<file path="src/rtl/cache_pkg.sv">
package cache_pkg;
    typedef enum logic [1:0] {
        ST_IDLE = 2'd0,
        ST_TAG  = 2'd1,
        ST_FILL = 2'd2
    } cache_state_e;
endpackage

</file>
<file path="src/rtl/tag_match.sv">
module tag_match #(
    parameter int WAYS  = 2,
    parameter int TAG_W = 7,
    localparam int WAY_W = (WAYS > 1) ? $clog2(WAYS) : 1
) (
    input  logic                       clk,
    input  logic                       rst_n,
    input  logic [WAYS-1:0][TAG_W-1:0] way_tags,
    input  logic [WAYS-1:0]            way_valid,
    input  logic [TAG_W-1:0]           probe,
    output logic [WAY_W-1:0]           hit_way,
    output logic                       any_hit
);
    logic [WAYS-1:0] match;

    // one comparator per way, all in parallel
    for (genvar w = 0; w < WAYS; w++) begin : g_cmp
        assign match[w] = way_valid[w] && (way_tags[w] == probe);
    end

    always_comb begin
        hit_way = '0;
        for (int w = 0; w < WAYS; w++) begin
            if (match[w]) hit_way = WAY_W'(w);
        end
    end

    assign any_hit = |match;

    // a block is never resident in two ways of one set
    assert_single_match_R2: assert property (@(posedge clk) disable iff (!rst_n)
        $onehot0(match));
endmodule

</file>
<file path="src/rtl/repl_policy.sv">
module repl_policy #(
    parameter int WAYS  = 2,
    parameter int NSETS = 2,
    localparam int WAY_W = (WAYS > 1) ? $clog2(WAYS) : 1,
    localparam int SET_W = (NSETS > 1) ? $clog2(NSETS) : 1
) (
    input  logic             clk,
    input  logic             rst_n,
    input  logic [SET_W-1:0] set_sel,
    input  logic [WAYS-1:0]  set_valid,
    input  logic             touch,
    input  logic [WAY_W-1:0] touch_way,
    output logic [WAY_W-1:0] victim
);
    logic [WAY_W-1:0] lru_way;

    if (WAYS == 1) begin : g_direct
        assign lru_way = '0;
    end else if (WAYS == 2) begin : g_pair
        // one bit per set naming the way to evict next
        logic lru_q [NSETS];
        always_ff @(posedge clk or negedge rst_n) begin
            if (!rst_n) begin
                for (int s = 0; s < NSETS; s++) lru_q[s] <= 1'b0;
            end else if (touch) begin
                lru_q[set_sel] <= ~touch_way[0];
            end
        end
        assign lru_way = WAY_W'(lru_q[set_sel]);
    end else begin : g_age
        // per-set age ordering, 0 = most recent, WAYS-1 = oldest
        logic [WAY_W-1:0] age_q [NSETS][WAYS];
        logic [WAYS-1:0]  oldest;
        always_ff @(posedge clk or negedge rst_n) begin
            if (!rst_n) begin
                for (int s = 0; s < NSETS; s++)
                    for (int w = 0; w < WAYS; w++)
                        age_q[s][w] <= WAY_W'(w);
            end else if (touch) begin
                for (int w = 0; w < WAYS; w++) begin
                    if (WAY_W'(w) == touch_way)
                        age_q[set_sel][w] <= '0;
                    else if (age_q[set_sel][w] < age_q[set_sel][touch_way])
                        age_q[set_sel][w] <= age_q[set_sel][w] + WAY_W'(1);
                end
            end
        end
        always_comb begin
            lru_way = '0;
            for (int w = 0; w < WAYS; w++) begin
                oldest[w] = (age_q[set_sel][w] == WAY_W'(WAYS - 1));
                if (oldest[w]) lru_way = WAY_W'(w);
            end
        end
        // exactly one way of the selected set is the eviction candidate
        assert_age_unique_R6: assert property (@(posedge clk) disable iff (!rst_n)
            $countones(oldest) == 1);
    end

    // free way first (lowest index), otherwise least recently used
    always_comb begin
        logic found;
        found  = 1'b0;
        victim = lru_way;
        for (int w = 0; w < WAYS; w++) begin
            if (!found && !set_valid[w]) begin
                victim = WAY_W'(w);
                found  = 1'b1;
            end
        end
    end

    // a set with room never loses a valid block
    assert_victim_free_R5: assert property (@(posedge clk) disable iff (!rst_n)
        (!(&set_valid)) |-> !set_valid[victim]);
endmodule

</file>
<file path="src/rtl/lru_cache.sv">
module lru_cache
    import cache_pkg::*;
#(
    parameter int ADDR_W = 8,
    parameter int DATA_W = 16,
    parameter int FRAMES = 4,
    parameter int WAYS   = 2,
    parameter int CNT_W  = 16
) (
    input  logic              clk,
    input  logic              rst_n,
    input  logic              req_valid,
    input  logic [ADDR_W-1:0] req_addr,
    output logic              rsp_hit,
    output logic [DATA_W-1:0] rsp_data,
    output logic              mem_req,
    output logic [ADDR_W-1:0] mem_addr,
    input  logic              mem_ack,
    input  logic [DATA_W-1:0] mem_data,
    output logic [CNT_W-1:0]  miss_count
);
    localparam int NSETS    = FRAMES / WAYS;
    localparam int SET_BITS = $clog2(NSETS);
    localparam int SET_W    = (SET_BITS > 0) ? SET_BITS : 1;
    localparam int TAG_W    = ADDR_W - SET_BITS;
    localparam int WAY_W    = (WAYS > 1) ? $clog2(WAYS) : 1;

    cache_state_e state_q, state_d;
    logic [ADDR_W-1:0] addr_q;

    logic [TAG_W-1:0]  tag_q  [NSETS][WAYS];
    logic [DATA_W-1:0] data_q [NSETS][WAYS];
    logic [WAYS-1:0]   valid_q [NSETS];

    logic [SET_W-1:0]            cur_set;
    logic [TAG_W-1:0]            cur_tag;
    logic [WAYS-1:0][TAG_W-1:0]  set_tags;
    logic [WAYS-1:0]             set_valid;
    logic [WAY_W-1:0]            hit_way;
    logic                        any_hit;
    logic [WAY_W-1:0]            victim;
    logic                        touch;
    logic [WAY_W-1:0]            touch_way;
    logic                        fill_we;

    assign cur_set = (SET_BITS > 0) ? addr_q[SET_W-1:0] : '0;
    assign cur_tag = addr_q[ADDR_W-1:SET_BITS];

    always_comb begin
        for (int w = 0; w < WAYS; w++) set_tags[w] = tag_q[cur_set][w];
        set_valid = valid_q[cur_set];
    end

    tag_match #(.WAYS(WAYS), .TAG_W(TAG_W)) u_match (
        .clk       (clk),
        .rst_n     (rst_n),
        .way_tags  (set_tags),
        .way_valid (set_valid),
        .probe     (cur_tag),
        .hit_way   (hit_way),
        .any_hit   (any_hit)
    );

    repl_policy #(.WAYS(WAYS), .NSETS(NSETS)) u_repl (
        .clk       (clk),
        .rst_n     (rst_n),
        .set_sel   (cur_set),
        .set_valid (set_valid),
        .touch     (touch),
        .touch_way (touch_way),
        .victim    (victim)
    );

    // state register
    always_ff @(posedge clk or negedge rst_n) begin
        if (!rst_n) state_q <= ST_IDLE;
        else        state_q <= state_d;
    end

    // next state
    always_comb begin
        state_d = state_q;
        unique case (state_q)
            ST_IDLE: if (req_valid) state_d = ST_TAG;
            ST_TAG:  state_d = any_hit ? ST_IDLE : ST_FILL;
            ST_FILL: if (mem_ack) state_d = ST_IDLE;
            default: state_d = ST_IDLE;
        endcase
    end

    // outputs and strobes
    always_comb begin
        rsp_hit   = 1'b0;
        rsp_data  = '0;
        mem_req   = 1'b0;
        touch     = 1'b0;
        touch_way = victim;
        fill_we   = 1'b0;
        unique case (state_q)
            ST_IDLE: ;
            ST_TAG: begin
                if (any_hit) begin
                    rsp_hit   = 1'b1;
                    rsp_data  = data_q[cur_set][hit_way];
                    touch     = 1'b1;
                    touch_way = hit_way;
                end
            end
            ST_FILL: begin
                mem_req = 1'b1;
                if (mem_ack) begin
                    rsp_hit  = 1'b1;
                    rsp_data = mem_data;
                    touch    = 1'b1;
                    fill_we  = 1'b1;
                end
            end
            default: ;
        endcase
    end

    assign mem_addr = addr_q;

    always_ff @(posedge clk or negedge rst_n) begin
        if (!rst_n) addr_q <= '0;
        else if (state_q == ST_IDLE && req_valid) addr_q <= req_addr;
    end

    always_ff @(posedge clk or negedge rst_n) begin
        if (!rst_n) begin
            for (int s = 0; s < NSETS; s++) valid_q[s] <= '0;
        end else if (fill_we) begin
            valid_q[cur_set][victim] <= 1'b1;
        end
    end

    always_ff @(posedge clk) begin
        if (fill_we) begin
            tag_q[cur_set][victim]  <= cur_tag;
            data_q[cur_set][victim] <= mem_data;
        end
    end

    always_ff @(posedge clk or negedge rst_n) begin
        if (!rst_n)       miss_count <= '0;
        else if (fill_we) miss_count <= miss_count + CNT_W'(1);
    end

    // the fill request and its address are held until acknowledged
    assert_req_held_R4: assert property (@(posedge clk) disable iff (!rst_n)
        (mem_req && !mem_ack) |=> mem_req);
    assert_addr_stable_R4: assert property (@(posedge clk) disable iff (!rst_n)
        (mem_req && !mem_ack) |=> $stable(mem_addr));
    // a tag miss always leads to a memory request
    assert_miss_fetch_R4: assert property (@(posedge clk) disable iff (!rst_n)
        (state_q == ST_TAG && !any_hit) |=> mem_req);
    // counter steps by one per fill and holds otherwise
    assert_count_step_R7: assert property (@(posedge clk) disable iff (!rst_n)
        (mem_req && mem_ack) |=> (miss_count == $past(miss_count) + CNT_W'(1)));
    assert_count_hold_R7: assert property (@(posedge clk) disable iff (!rst_n)
        !(mem_req && mem_ack) |=> $stable(miss_count));
endmodule

</file>
<file path="config.mk">
export PLATFORM = sky130hd
export DESIGN_NAME = lru_cache
export DESIGN_NICKNAME = d
export VERILOG_FILES = /design/src/rtl/cache_pkg.sv /design/src/rtl/tag_match.sv /design/src/rtl/repl_policy.sv /design/src/rtl/lru_cache.sv
export SDC_FILE = /design/constraint.sdc
export NUM_CORES = 1
export LEC_CHECK = 0
export ABC_AREA = 0
export BUFFER_PORTS_ARGS = -buffer_cell sky130_fd_sc_hd__buf_4
export CAP_MARGIN = 25
export CORE_MARGIN = 4
export CORE_UTILIZATION = 45
export DETAILED_ROUTE_END_ITERATION = 16
export PLACE_DENSITY_LB_ADDON = 0.3
export SLEW_MARGIN = 20
export SYNTH_ARGS = -nofsm -noshare
export SYNTH_HDL_FRONTEND = slang
export SYNTH_SLANG_ARGS = --single-unit
</file>
<file path="constraint.sdc">
create_clock -name clk -period 3.1 [get_ports clk]
set_input_delay 0.155 -clock clk [delete_from_list [all_inputs] [get_ports clk]]
set_output_delay 0.155 -clock clk [all_outputs]
set_load 0.02 [all_outputs]
</file>
Yosys cells after proc, flatten, opt, wreduce, memory -nomap -nowiden

Memories as Yosys holds them, arrays and structs flattened.
Cells that the tools add are included.

Add/sub/neg operators: 1
$lt $le $gt $ge: 7
Eq/ne operators: 6
Multiplexer cells: 40
Bitwise operators: 5
Reduce and logical (&&, ||, !) cells: 11

Operator list:

| kind                                                     | number |
|---|---|
| two-way mux 16 bit                                       | 6 |
| two-way mux 32 bit                                       | 1 |
| case mux 16 bit (2 select lines)                         | 1 |
| adder 16 x 1 -> 16 bit, second input constant            | 1 |
| demux 16 bit (select 1 bit)                              | 1 |
| two-way mux 1 bit                                        | 15 |
| equality test 7 bit                                      | 2 |
| two-way mux 14 bit                                       | 1 |
| two-way mux 2 bit                                        | 7 |
| demux 7 bit (select 1 bit)                               | 1 |
| logical AND 1 bit                                        | 7 |
| two-way mux 7 bit                                        | 1 |
| greater-or-equal comparator 2 bit, second input constant | 3 |
| inverter 1 -> 2 bit                                      | 3 |
| case mux 2 bit (3 select lines)                          | 1 |
| < comparator 2 x 1 -> 1 bit, second input constant       | 2 |
| != test 2 bit, second input constant                     | 2 |
| OR 4 bit                                                 | 1 |
| bitwise mux 2 bit                                        | 1 |
| demux 1 bit (select 1 bit)                               | 2 |
| demux 2 bit (select 1 bit)                               | 1 |
| equality test 2 x 1 -> 1 bit, second input constant      | 1 |
| equality test 2 bit, second input constant               | 1 |
| zero test 2 bit                                          | 1 |
| other kinds (7)                                          | 7 |

Register bits after elaboration: 32
Memory bits (writable): 92
Input bits: 28
Output and inout bits: 42
Logic and storage cells: 79
Memories: 2

Memories:

| memory | depth | bits a word | rd ports | clocked after memory_dff | write ports | line            | RTL |
|---|---|---|---|---|---|---|---|
| data_q | 2     | 32          | 1        | 0                        | 1           | lru_cache.sv:32 | `logic [DATA_W-1:0] data_q [NSETS][WAYS];` |
| tag_q  | 2     | 14          | 1        | 0                        | 1           | lru_cache.sv:31 | `logic [TAG_W-1:0] tag_q [NSETS][WAYS];` |

Logic depth before layout (Yosys ltp)

Gate-level depths: netlist of run 1.

Depth in word-level cells: 14
Gate-level depth with buffers: 9
Gate-level depth less buffers: 8

By module

From an unflattened synthesis of run 1, not the netlist that was laid out.

Cell total of the unflattened synthesis: 334
Area, all modules: 5288.8 µm²

Modules (own cells, without submodules):

| module      | instances | cells each | area each (µm²) | seq. area each (µm²) |
|---|---|---|---|---|
| lru_cache   | 1         | 304        | 5011.1          | 3513.4 |
| tag_match   | 1         | 20         | 165.2           | 0.0 |
| repl_policy | 1         | 10         | 112.6           | 50.0 |

Worst setup path before layout of run 1

Ideal clock, no wire load.

Path kind: register to register
From: reg addr_q[0] (netlist: mem_addr[0])
To: mem data_q[0][16] (netlist bit) (enable)
Library setup time: 432 ps
Arrival: 2839 ps
Data required time: 2668 ps
Slack: -171 ps
Stages on the path, launching flop included: 7
Path buffers: 3
Clock period less this slack: 3271 ps
Cells stage by stage: dfrtp_1 -> buf_6 -> buf_6 -> buf_8 -> mux2_2 -> o211a_1 -> nor3_1

Cells in the longest elaborated chain, start to end: 13
Elaborated cells between the ends (all ways): 18
Classes of those cells: order compare: 2; mux: 11; bitwise: 2; reduce/logical: 3

RTL lines:

| element                                                                                                | line                               | RTL |
|---|---|---|
| start, declared                                                                                        | lru_cache.sv:29                    | `logic [ADDR_W-1:0] addr_q;` |
| start signal, assigned                                                                                 | lru_cache.sv:126                   | `else if (state_q == ST_IDLE && req_valid) addr_q <= req_addr;` |
| inverter 1 -> 2 bit (implied by the code)                                                              | repl_policy.sv:29, lru_cache.sv:51 |  |
| two-way mux 2 bit (implied by the code) (3 in series)                                                  | lru_cache.sv:51                    | `set_valid = valid_q[cur_set];` |
| zero test 1 bit                                                                                        | repl_policy.sv:66                  | `if (!found && !set_valid[w]) begin` |
| logical AND 1 bit                                                                                      | repl_policy.sv:66                  |  |
| two-way mux 1 bit                                                                                      | repl_policy.sv:66                  |  |
| inverter 1 -> 2 bit (implied by the code)                                                              | lru_cache.sv:140                   | `data_q[cur_set][victim] <= mem_data;` |
| greater-or-equal comparator 2 bit (implied by the code) or < comparator 2 x 1 -> 1 bit (tied branches) | lru_cache.sv:140                   |  |
| logical AND 1 bit (implied by the code)                                                                | lru_cache.sv:140                   |  |
| two-way mux 16 bit (implied by the code)                                                               | lru_cache.sv:140                   |  |
| demux 16 bit (select 1 bit)                                                                            | lru_cache.sv:140                   |  |
| two-way mux 32 bit (implied by the code)                                                               | lru_cache.sv:140                   |  |
| end, declared                                                                                          | lru_cache.sv:32                    |  |

Several ways; a longest one is shown, not always the timed one. The select of a mux whose other input is x is not followed.

Worst setup path after layout of run 1

From: reg addr_q[0] (netlist: mem_addr[0])
To: out rsp_data[1]

Cells in the longest elaborated chain, start to end: 12
Elaborated cells between the ends (all ways): 18
Classes of those cells: eq/ne: 2; mux: 9; bitwise: 2; reduce/logical: 3; memory: 2

RTL lines:

| element                                                      | line             | RTL |
|---|---|---|
| branches (longest 10 deep; another with memory (2 x 14 bit)) | --               |  |
| two-way mux 16 bit *                                         | lru_cache.sv:102 | `if (any_hit) begin` |
| case mux 16 bit (2 select lines) *                           | lru_cache.sv:99  | `unique case (state_q)` |
| end, declared                                                | lru_cache.sv:15  | `output logic [DATA_W-1:0] rsp_data,` |

Every way passes the cells marked *. The select of a mux whose other input is x is not followed.

==> summary.md, run 1 <==
| Metric | Value |
|---|---|
| Status | `completed` |
| Initial Utilization | `46.88%` |
| Clk sinks | `124` |
| #FFs+latches synth | `124` |
| Post-Route WL | `10260 um` |
| Diode count | `0` |
| IR drop worst, VDD | `0.0007276 V` |
| CP startpoint | `mem_addr[0]` |
| Final Hold Fails | `0` |
| # IOs | `70` |
| Fin cells | `595` |
| Die Y | `115.4 um` |
| Worst r2r src | `mem_addr[0]` |
| Num rows | `38` |
| Setup TNS | `0 ps` |
| Worst setup path class | `reg -> out` |
| Initial antenna violation count | `0` |
| CTS Buf Count | `17` |
| All-Layer GR Usage | `16.32%` |
| Max FO, Critical Path | `16` |
| Slew @ Worst Pin | `791.6 ps` |
| Cell Area, Synth | `5194 um^2` |
| Clock root buffer | `clkbuf_16` |
| Slew HR | `47.06%` |
| Worst-Skew Late Latency | `410 ps` |
| TritonCTS clock tree | `yes` |
| Core ar. | `11080 um^2` |
| Crit path capture type | `primary output` |
| Static leakage | `2.704 nW` |
| Max Cap Viol | `0` |
| # setup viols final | `0` |
| Arrival time worst endpoint | `2750 ps` |
| Final Max Slew Viols | `0` |
| Primary FF master, synth | `edfxtp_1` |
| Worst min path class | `in -> reg` |
| HPWL after DPL | `6493 um` |
| H-tree depth | `4` |
| Clock Skew | `7.821 ps` |
| Drt pass-1 iters | `4` |
| Hold path start | `mem_ack` |
| Global placer's final weighted congestion | `0.7688` |
| First DRT Iteration DRCs | `184` |
| Sequential share of the synthesized area | `68.61%` |
| Unrepaired setup endpoints after global routing | `false` |
| Min cycle time layout | `2909 ps` |
| CP cell instances | `buf_4 -> nand2b_1 -> o22a_1 -> nor4_4 -> buf_4 -> a2111oi_4 -> buf_6 -> a221o_1 -> buf_4` |
| Chip width | `115.4 um` |
| Buffers on Ports | `69` |
| Total Die Area | `13320 um^2` |
| DRC violations left | `0` |
| CP max stage delay | `580 ps` |
| Fill count | `816` |
| Area grow syn2layout | `31.49%` |
| Post-synth EDFFs | `92` |
| Number of global-route vias before repair | `3135` |
| GRT overflow | `0` |
| Top Family by Delay on Critical Path | `buffers and inverters` |
| Max stage delay cell, worst path | `dfrtp_4` |
| Placed Instances | `536` |
| Vias per cell | `5.266` |
| Most common cell on crit path | `buf_4` |
| WP buf/inv | `4` |
| Syn Area/Cell | `15.79 um^2` |
| Nets | `474` |
| Synthesis Warnings | `0` |
| Worst-path clk slew | `50 ps` |
| Largest net degree at the start of global routing | `33` |
| First-pass GRT wire length | `16330 um` |
| Via Count | `3133` |
| Yosys cell types | `41` |
| Max clock buf depth | `2` |
| FFs w/ async S/R, synth | `25.81%` |
| Top achievable clock speed | `343.7 MHz` |
| PwrDens | `856.3 nW/um^2` |
| Fraction of layout cells with a size suffix above 1 | `32.53%` |
| Period utilization | `93.85%` |
| Critical path required time | `2940 ps` |
| Wire per inst | `17.25 um` |
| ANT nets after route | `0` |
| Syn Inst Count | `329` |
| Post-synthesis net count | `361` |
| Startpoint types | `flop` |
cell type report:
type	instances	area, um^2	share of cell area [%]
Timing Repair Buffer	106	878.3	12.86
Inverter	5	18.77	0.2748
Sequential cell	124	3567	52.24
Clock buffer	19	432.9	6.339
Clock inverter	13	192.7	2.822
Tap cell	140	175.2	2.565
Multi-Input combinational cell	188	1564	22.90
power by group:
part	internal (mW)	leakage (nW)	total (mW)	switching, mW
logic	0.690	1.18	1.50	0.808
registers	2.06	1.23	2.29	0.229
clock network	1.35	0.298	2.06	0.707
total	4.10	2.70	5.85	1.74
tightest hold or removal path, stage by stage:
cell	delay, ps
buf_4	90
nor2b_1	60
o21a_1	160
logic make-up (layout without fill, tap and decap cells):
| group | count (synthesis) | count (layout) | share of synthesized area, % |
|---|---|---|---|
| and+or+nand+nor | 67 | 67 | 6.625 |
| AOI/OAI and AO/OA | 33 | 33 | 5.758 |
| xor gates and xnor gates | 30 | 30 | 5.059 |
| adders and majority gates | 4 | 4 | 0.9637 |
| muxes | 54 | 54 | 11.01 |
| buffers and inverters | 17 | 143 | 1.975 |
| DFF | 124 | 124 | 68.61 |
path summary, 6_finish.rpt:
path | end | slack, ps | depth (start not counted)
worst max register to register | data_q[1][14] | 650 | 5
worst max-delay path | rsp_data[1] | 190 | 9
max in group asynchronous | mem_addr[0] | 2520 | 2
worst min register to register | valid_q[3] | 480 | 1
min in group asynchronous | miss_count[10] | 240 | 2
worst min-delay path | state_q[0] | 110 | 3
synth_stat cells (3+ instances only):
cell type,instances,area [um^2]
mux2i_1,29,290.3
inv_1,5,18.77
ha_1,4,50.05
nand2_1,15,56.30
buf_6,3,33.78
buf_1,3,11.26
xnor2_1,17,148.9
dfrtp_1,32,800.8
xor2_1,13,113.9
edfxtp_1,92,2763
and3_1,3,18.77
nand4_1,4,25.02
mux2_2,25,281.5
nor2_1,21,78.83
clkbuf_1,3,11.26
nand3_1,8,40.04
o21ai_0,4,20.02
a221o_1,16,160.2
flip-flops by register name, indices dropped and copies added, names as in the netlist:
name / flops
data_q: 64
mem_addr: 8
miss_count: 16
state_q: 2
tag_q: 28
u_repl.g_pair.lru_q: 2
valid_q: 4
repair_timing:
action	in CTS	in global routing
resized for setup	2	2
endpoints found under the setup margin	17	17
setup buffers	1	1
hold endpoints to repair	104	0
hold buffers	25	0
pin swaps	0	1
cell usage in the layout (no fill, tap or decap), types with 2 or more instances in the layout:
cell,instances
o21bai_1,2
mux2i_1,29
edfxtp_1,92
buf_6,2
dlygate4sd3_1,25
xor2_1,13
clkbuf_16,17
mux2_2,25
nand2_1,15
nand2b_1,2
dfrtp_1,31
o21ai_0,4
and3_1,3
xnor2_1,17
clkbuf_1,2
buf_4,78
nor2b_1,2
a31oi_1,2
a221o_1,16
inv_1,5
or2_2,2
clkinvlp_4,2
nor2_2,2
nand4_2,2
nand3_1,8
nor3_4,2
and2_1,2
nand4_1,4
nor2_1,19
clkinv_4,5
and4_1,2
bufinv_16,4
ha_1,4
through the flow:
step	utilization (%)	total power, mW	hold slack, ps	instance area (um^2)	setup WS, ps
4_1_cts	61.51	5.894	92.62	6814	2.637
6_report	61.64	5.848	107.7	6829	190.6
2_1_floorplan	-	3.332	-140.6	5204	447.0
3_5_place_dp	53.43	3.756	133.3	5919	313.8
3_3_place_gp	53.43	3.722	127.4	5919	402.1
5_1_grt	61.64	6.131	107.0	6829	17.78
layer usage:
layer / part of all wire [%] / track usage, %
met1: 46 / 22.14
met2: 50 / 25.12
met3: 4.5 / 5.587
met4: 0.32 / 4.930
met5: 0 / 0
No activity file was read; power rests on OpenSTA's default activity.
==> run 2, diff against run 1 <==
Settings changed: BUFFER_PORTS_ARGS -buffer_cell sky130_fd_sc_hd__buf_4 to not set, DONT_BUFFER_PORTS set to 1.
Clock period 3.1 ns to 3.6 ns, I/O delays scaled along.
==> run 2 against run 1 <==
Effect of this change:
- non-clock buffer count shrank 68
- routed wire length is essentially flat
- combinational power shrank 34%
- setup slack gained 100 ps
- die area is the same
- design area shrank 8.1%
- sequential cell count is the same
- utilization shrank 5.0 points
- global-route usage grew 0.14 points
- cell count shrank 11%
- sequential share of layout area grew 4.6 points
- largest cell class unchanged
- largest power group unchanged
- highest routed layer unchanged
==> summary.md, run 2 (same netlist as run 1, synthesis figures left out) <==
| Metric | Value |
|---|---|
| Clock Skew | `7.034 ps (-0.7868 ps)` |
| PwrDens | `761.1 nW/um^2 (-11%)` |
| Min cycle time layout | `3304 ps` |
| Most frequent cells in the layout | `edfxtp_1 (92), dfrtp_1 (31), mux2i_1 (29), dlygate4sd3_1 (26), mux2_2 (25)` |
| ANT nets after route | `0 (unchanged)` |
| Max reg flops | `64 (unchanged)` |
| Drt pass-1 iters | `4 (unchanged)` |
| Max Cap Viol | `0 (unchanged)` |
| Buffers on Ports | `0 (-100%)` |
| Slew @ Worst Pin | `745.9 ps (-45.67 ps)` |
| Diode count | `0 (unchanged)` |
| Wire per inst | `19.47 um (+13%)` |
| Core ar. | `11080 um^2 (unchanged)` |
| CP cell instances | `mux2i_1 -> xnor2_1 -> nor4_2 -> a2111oi_4 -> buf_4 -> a221o_1` |
| # setup viols final | `0 (unchanged)` |
| Setup TNS | `0 ps (unchanged)` |
| Max stage delay cell, worst path | `dfrtp_4` |
| Max FO, Critical Path | `27 (+11)` |
| Via Count | `2868 (-8.5%)` |
| Nets | `406 (-14%)` |
| Most common cell after layout, fill and taps aside | `edfxtp_1` |
| Post-Place Cell Area | `5376 um^2 (-9.2%)` |
| CP max stage delay | `710 ps (+130 ps)` |
| Area grow syn2layout | `20.86%` |
| Vias per cell | `5.442 (+3.4%)` |
| Clk sinks | `124 (unchanged)` |
| Unrepaired setup endpoints after global routing | `false` |
| H-tree depth | `4 (unchanged)` |
| HPWL after DPL | `6490 um (about the same)` |
| Largest net degree at the start of global routing | `33 (unchanged)` |
| TritonCTS clock tree | `yes` |
| DRC violations left | `0 (unchanged)` |
| Global placer's final weighted congestion | `0.8337 (+8.4%)` |
| Crit path capture type | `primary output` |
| Number of global-route vias before repair | `3025 (-3.5%)` |
| First DRT Iteration DRCs | `186 (+1.1%)` |
| Worst-path clk slew | `60 ps (about the same)` |
| Startpoint types | `flop` |
| Top Registers | `data_q: 64 flops, tag_q: 28 flops, miss_count: 16 flops` |
| Total Die Area | `13320 um^2 (unchanged)` |
| Arrival time worst endpoint | `3120 ps (+370 ps)` |
| Slew HR | `50.27% (+3.2 points)` |
| Final Hold Fails | `0 (unchanged)` |
| WP buf/inv | `1 (-3)` |
| # IOs | `70 (unchanged)` |
| Worst R2R Setup Slack | `910 ps (+260 ps)` |
| CTS Buf Count | `17 (unchanged)` |
| Post-CTS Setup Inserts | `0 (-1)` |
| Status | `completed` |
| Top achievable clock speed | `302.6 MHz` |
| Num rows | `38 (unchanged)` |
| Chip width | `115.4 um (unchanged)` |
| First-pass GRT wire length | `16180 um (-0.93%)` |
| Initial antenna violation count | `0 (unchanged)` |
| Worst min path class | `in -> reg` |
| Clock root buffer | `clkbuf_16` |
| Die Y | `115.4 um (unchanged)` |
| Final Max Slew Viols | `0 (unchanged)` |
| Post-route cell area | `6277 um^2 (-8.1%)` |
| GRT overflow | `0 (unchanged)` |
| Top reg by flops | `data_q` |
| Worst-Skew Late Latency | `400 ps (about the same)` |
| All-Layer GR Usage | `16.46% (+0.14 points)` |
| Top Family by Delay on Critical Path | `flip-flops` |
| Critical path required time | `3420 ps (+480 ps)` |
| IR drop worst, VDD | `0.0004772 V (-34%)` |
| Post-Route WL | `10260 um (about the same)` |
| Worst setup path class | `reg -> out` |
| Static leakage | `2.324 nW (-14%)` |
| Max clock buf depth | `2 (unchanged)` |
| Period utilization | `91.79%` |
| Fraction of layout cells with a size suffix above 1 | `20.41% (-12 points)` |
| Initial Utilization | `46.88% (unchanged)` |
==> run 2: cell types whose count changed in the layout (fill, tap and decap cells not counted), sizes merged <==
cell / before / now
clkinv: 6 / 5
dlygate4sd3: 25 / 26
clkinvlp: 2 / 4
bufinv: 4 / 3
buf: 81 / 12
==> run 2: worst paths after layout <==
path                                   from                     end  cells after the start
min in group asynchronous             rst_n             mem_addr[2]                      2
worst max-delay path            mem_addr[0]             rsp_data[1]                      6
max in group asynchronous             rst_n             mem_addr[0]                      2
worst min-delay path              req_valid              state_q[0]                      3
worst max register to register  mem_addr[0]  u_repl.g_pair.lru_q[1]                      7
worst min register to register   valid_q[3]              valid_q[3]                      1
==> run 2: what timing repair did <==
| action | 4_1_cts | 5_1_grt |
|---|---|---|
| endpoints found under the setup margin | 16 | 16 |
| pin swaps | 1 | 0 |
| resized for setup | 1 | 1 |
| hold buffers | 27 | 0 |
| hold endpoints to repair | 105 | 0 |
==> run 2: area by class of cell <==
class / count / area (um^2)
clock buffers: 19 / 432.9
clock inverters: 13 / 168.9
fillers: 873 / 4801
inverters: 5 / 18.77
multi-input cells: 188 / 1551
flip-flops and latches: 124 / 3567
well taps: 140 / 175.2
repair buffers: 38 / 362.8
==> run 2: through the flow <==
| step | util (%) | hold WS, ps | cells | worst slack (ps) | power, mW |
|---|---|---|---|---|---|
| 2_1_floorplan | - | -115.6 | 329 | 329.0 | 2.864 |
| 5_1_grt | 56.66 | 38.87 | 527 | 42.13 | 5.013 |
| 6_report | 56.66 | 59.81 | 527 | 295.5 | 4.777 |
| 3_3_place_gp | 48.53 | -114.5 | 467 | 402.6 | 3.041 |
| 3_5_place_dp | 48.53 | -114.2 | 467 | 345.5 | 3.066 |
| 4_1_cts | 56.52 | 23.52 | 526 | 68.12 | 4.827 |
==> run 2: per-layer routing <==
layer | part of all wire (%) | track usage (%) | vias up | routed length [um]
met3 | 5.7 | 5.796 | 10 | 589
met2 | 50 | 27.12 | 85 | 5168
met5 | 0 | 0 | - | 0
met4 | 0.90 | 5.947 | 0 | 92
met1 | 43 | 20.17 | 1429 | 4409
li1 | - | - | 1344 | -
==> run 2: worst register-to-register path, cell delays in order (launching register included) <==
cell and delay, ps:
dfrtp_4 710, mux2i_1 310, xnor2_1 130, nor4_2 650, o2bb2a_1 320, o21bai_1 130
buf_4 180, o221ai_1 120
==> run 2: report_power, final <==
group	total (mW)	internal (mW)	leakage (nW)	switching [mW]
registers	2.10	1.77	1.23	0.322
logic	0.984	0.459	0.818	0.525
clock network	1.70	1.09	0.280	0.606
==> run 3, diff against run 2 <==
Settings changed: PLACE_DENSITY set to 0.66, PLACE_DENSITY_LB_ADDON 0.3 to not set, RECOVER_POWER set to 25.
==> run 3 against run 2 <==
Effect of this change:
- the run now ends with capacitance limit, slew limit left
- hold slack got worse by 16 ps
- die area did not move
- utilization fell by 0.25 points
- critical endpoint is now rsp_data[8]
- critical path type unchanged
==> summary.md, run 3 (same netlist as run 1, synthesis figures left out) <==
| Metric | Value |
|---|---|
| Worst min path class | `in -> reg` |
| Core ar. | `11080 um^2 (unchanged)` |
| Clk sinks | `124 (unchanged)` |
| Top achievable clock speed | `303.9 MHz (+0.44%)` |
| ANT nets after route | `0 (unchanged)` |
| Max stage delay cell, worst path | `dfrtp_2` |
| Wire per inst | `18.94 um (-2.7%)` |
| Global placer's final weighted congestion | `0.7915 (-5.1%)` |
| IR drop worst, VDD | `0.0004574 V (-4.1%)` |
| Met2 WL | `5061 um (-2.1%)` |
| Slew @ Worst Pin | `1810 ps (+1064 ps)` |
| Post-route cell area | `6250 um^2 (-0.44%)` |
| Initial antenna violation count | `0 (unchanged)` |
| # IOs | `70 (unchanged)` |
| Post-Place Cell Area | `5396 um^2 (+0.37%)` |
| Max Cap Viol | `1 (+1)` |
| Pre-CTS setup slack | `536.2 ps (+190.7 ps)` |
| Unrepaired setup endpoints after global routing | `false` |
| Final Hold Fails | `0 (unchanged)` |
| Startpoint types | `flop` |
| Number of global-route vias before repair | `3018 (-0.23%)` |
| First-pass GRT wire length | `15990 um (-1.1%)` |
| Multi-input gate area | `1551 um^2 (unchanged)` |
| GRT overflow | `0 (unchanged)` |
| CP max stage delay | `700 ps (about the same)` |
| Num rows | `38 (unchanged)` |
| Highest routed layer | `met4` |
| Critical path required time | `3420 ps (about the same)` |
| Most frequent cells in the layout | `edfxtp_1 (92), dfrtp_1 (31), mux2i_1 (29), dlygate4sd3_1 (26), mux2_2 (25)` |
| Routed met3 length | `540 um (-8.3%)` |
| PwrDens | `755.4 nW/um^2 (-0.74%)` |
| H-tree depth | `4 (unchanged)` |
| Top Registers | `data_q: 64 flops, tag_q: 28 flops, miss_count: 16 flops` |
| Final Max Slew Viols | `33 (+33)` |
| Worst-path clk slew | `50 ps (about the same)` |
| Buffers on Ports | `0 (unchanged)` |
| First DRT Iteration DRCs | `185 (-0.54%)` |
| Static leakage | `2.313 nW (-0.48%)` |
| Via Count | `2864 (-0.14%)` |
| Final WS setup | `309.9 ps (+14.40 ps)` |
| Initial Utilization | `46.88% (unchanged)` |
| DRC violations left | `0 (unchanged)` |
| Placed Instances | `468 (+0.21%)` |
| Die Y | `115.4 um (unchanged)` |
| Most common cell on crit path | `buf_4` |
| Worst r2r dst | `u_repl.g_pair.lru_q[1]` |
| Max reg flops | `64 (unchanged)` |
| Worst R2R Setup Slack | `880 ps (-30 ps)` |
| Total Die Area | `13320 um^2 (unchanged)` |
| Fin cells | `526 (-0.19%)` |
| WL met1 | `4277 um (-3.0%)` |
| Top reg by flops | `data_q` |
| Fraction of layout cells with a size suffix above 1 | `19.43% (-0.98 points)` |
| Hold slack | `43.97 ps (-15.84 ps)` |
| Worst Setup EP | `rsp_data[8]` |
| Critical Path Stages | `7 (+1)` |
| TritonCTS clock tree | `yes` |
| Most common cell after layout, fill and taps aside | `edfxtp_1` |
| Nets | `406 (unchanged)` |
| Worst r2r src | `mem_addr[0]` |
| Clock root buffer | `clkbuf_16` |
| Post-CTS Setup Inserts | `0 (unchanged)` |
| Fill count | `892 (+2.2%)` |
| Clock Skew | `8.392 ps (+1.358 ps)` |
| Largest net degree at the start of global routing | `33 (unchanged)` |
| Status | `finished, violations left` |
| Diode count | `0 (unchanged)` |
| CP startpoint | `mem_addr[0]` |
| Worst-Skew Late Latency | `400 ps (about the same)` |
| # setup viols final | `0 (unchanged)` |
| Vias per cell | `5.445 (about the same)` |
| HPWL after DPL | `6222 um (-4.1%)` |
| CP cell instances | `buf_4 -> mux2i_1 -> xor2_1 -> nand4_1 -> a2111oi_4 -> buf_4 -> a221o_1` |
| Setup TNS | `0 ps (unchanged)` |
| Drt pass-1 iters | `4 (unchanged)` |
| Area grow syn2layout | `20.33%` |
| R2r worst-path depth | `8 (+1)` |
| Max FO, Critical Path | `24 (-11%)` |
| Max clock buf depth | `2 (unchanged)` |
| Final Util | `56.42% (-0.25 points)` |
| WP buf/inv | `2 (+1)` |
| Post-Route WL | `9960 um (-2.9%)` |
| Slew HR | `-20.65% (-71 points)` |
| Design Power | `4.721 mW (-1.2%)` |
| Worst setup path class | `reg -> out` |
| Arrival time worst endpoint | `3110 ps (about the same)` |
| All-Layer GR Usage | `16.12% (-0.34 points)` |
| Reg area | `3565 um^2 (about the same)` |
| Top Family by Delay on Critical Path | `flip-flops` |
| Crit path capture type | `primary output` |
| Min cycle time layout | `3290 ps (-14.40 ps)` |
| Chip width | `115.4 um (unchanged)` |
| Period utilization | `91.39% (-0.40 points)` |
| CTS Buf Count | `17 (unchanged)` |
| Failing checks | `capacitance limit, slew limit` |
run 3: changes by cell type in the layout (fill, tap and decap cells not counted):
cell,before,now
buf_4,11,10
clkinv_1,0,3
clkinv_2,1,2
clkinv_4,4,2
clkinvlp_4,4,3
dfrtp_2,0,1
dfrtp_4,1,0
inv_6,1,0
run 3: layer usage:
metal / track usage [%] / vias up
li1: - / 1342
met5: 0 / -
met4: 5.399 / 0
met1: 19.53 / 1446
met2: 26.89 / 70
met3: 5.849 / 6
run 3: cell type report:
cell class                 instances  share of cell area (%)
clock buffer                      18                   6.867
clock inverter                    13                   2.422
inverter                           5                  0.3003
multi-input combinational        188                   24.82
sequential                       124                   57.04
tap                              140                   2.803
timing repair buffer              38                   5.746
run 3: power breakdown:
group | total [mW] | switching (mW) | internal [mW]
Combinational | 0.996 | 0.536 | 0.460
Sequential | 2.07 | 0.297 | 1.77
Clock | 1.66 | 0.582 | 1.07
Total | 4.72 | 1.41 | 3.31
run 3: timing repair:
action | CTS | global route
setup endpoints to repair | 0 | 16
endpoints found under the hold margin | 105 | 0
resized for setup | 0 | 1
hold buffers | 27 | 0
run 3: worst min-delay path: stages:
cell     delay [ps]
inv_1            50
o21ai_0          80
o21a_1          100
run 3: how the worst min path moves through the flow:
| stage | startpoint | end | cells after the start |
|---|---|---|---|
| detailed placement | rst_n | miss_count[13] | 0 |
| global route | req_valid | state_q[0] | 3 |
| floorplan | rst_n | mem_addr[0] | 0 |
| finish | req_valid | state_q[0] | 3 |
| global placement | rst_n | miss_count[12] | 0 |
| CTS | req_valid | state_q[0] | 3 |
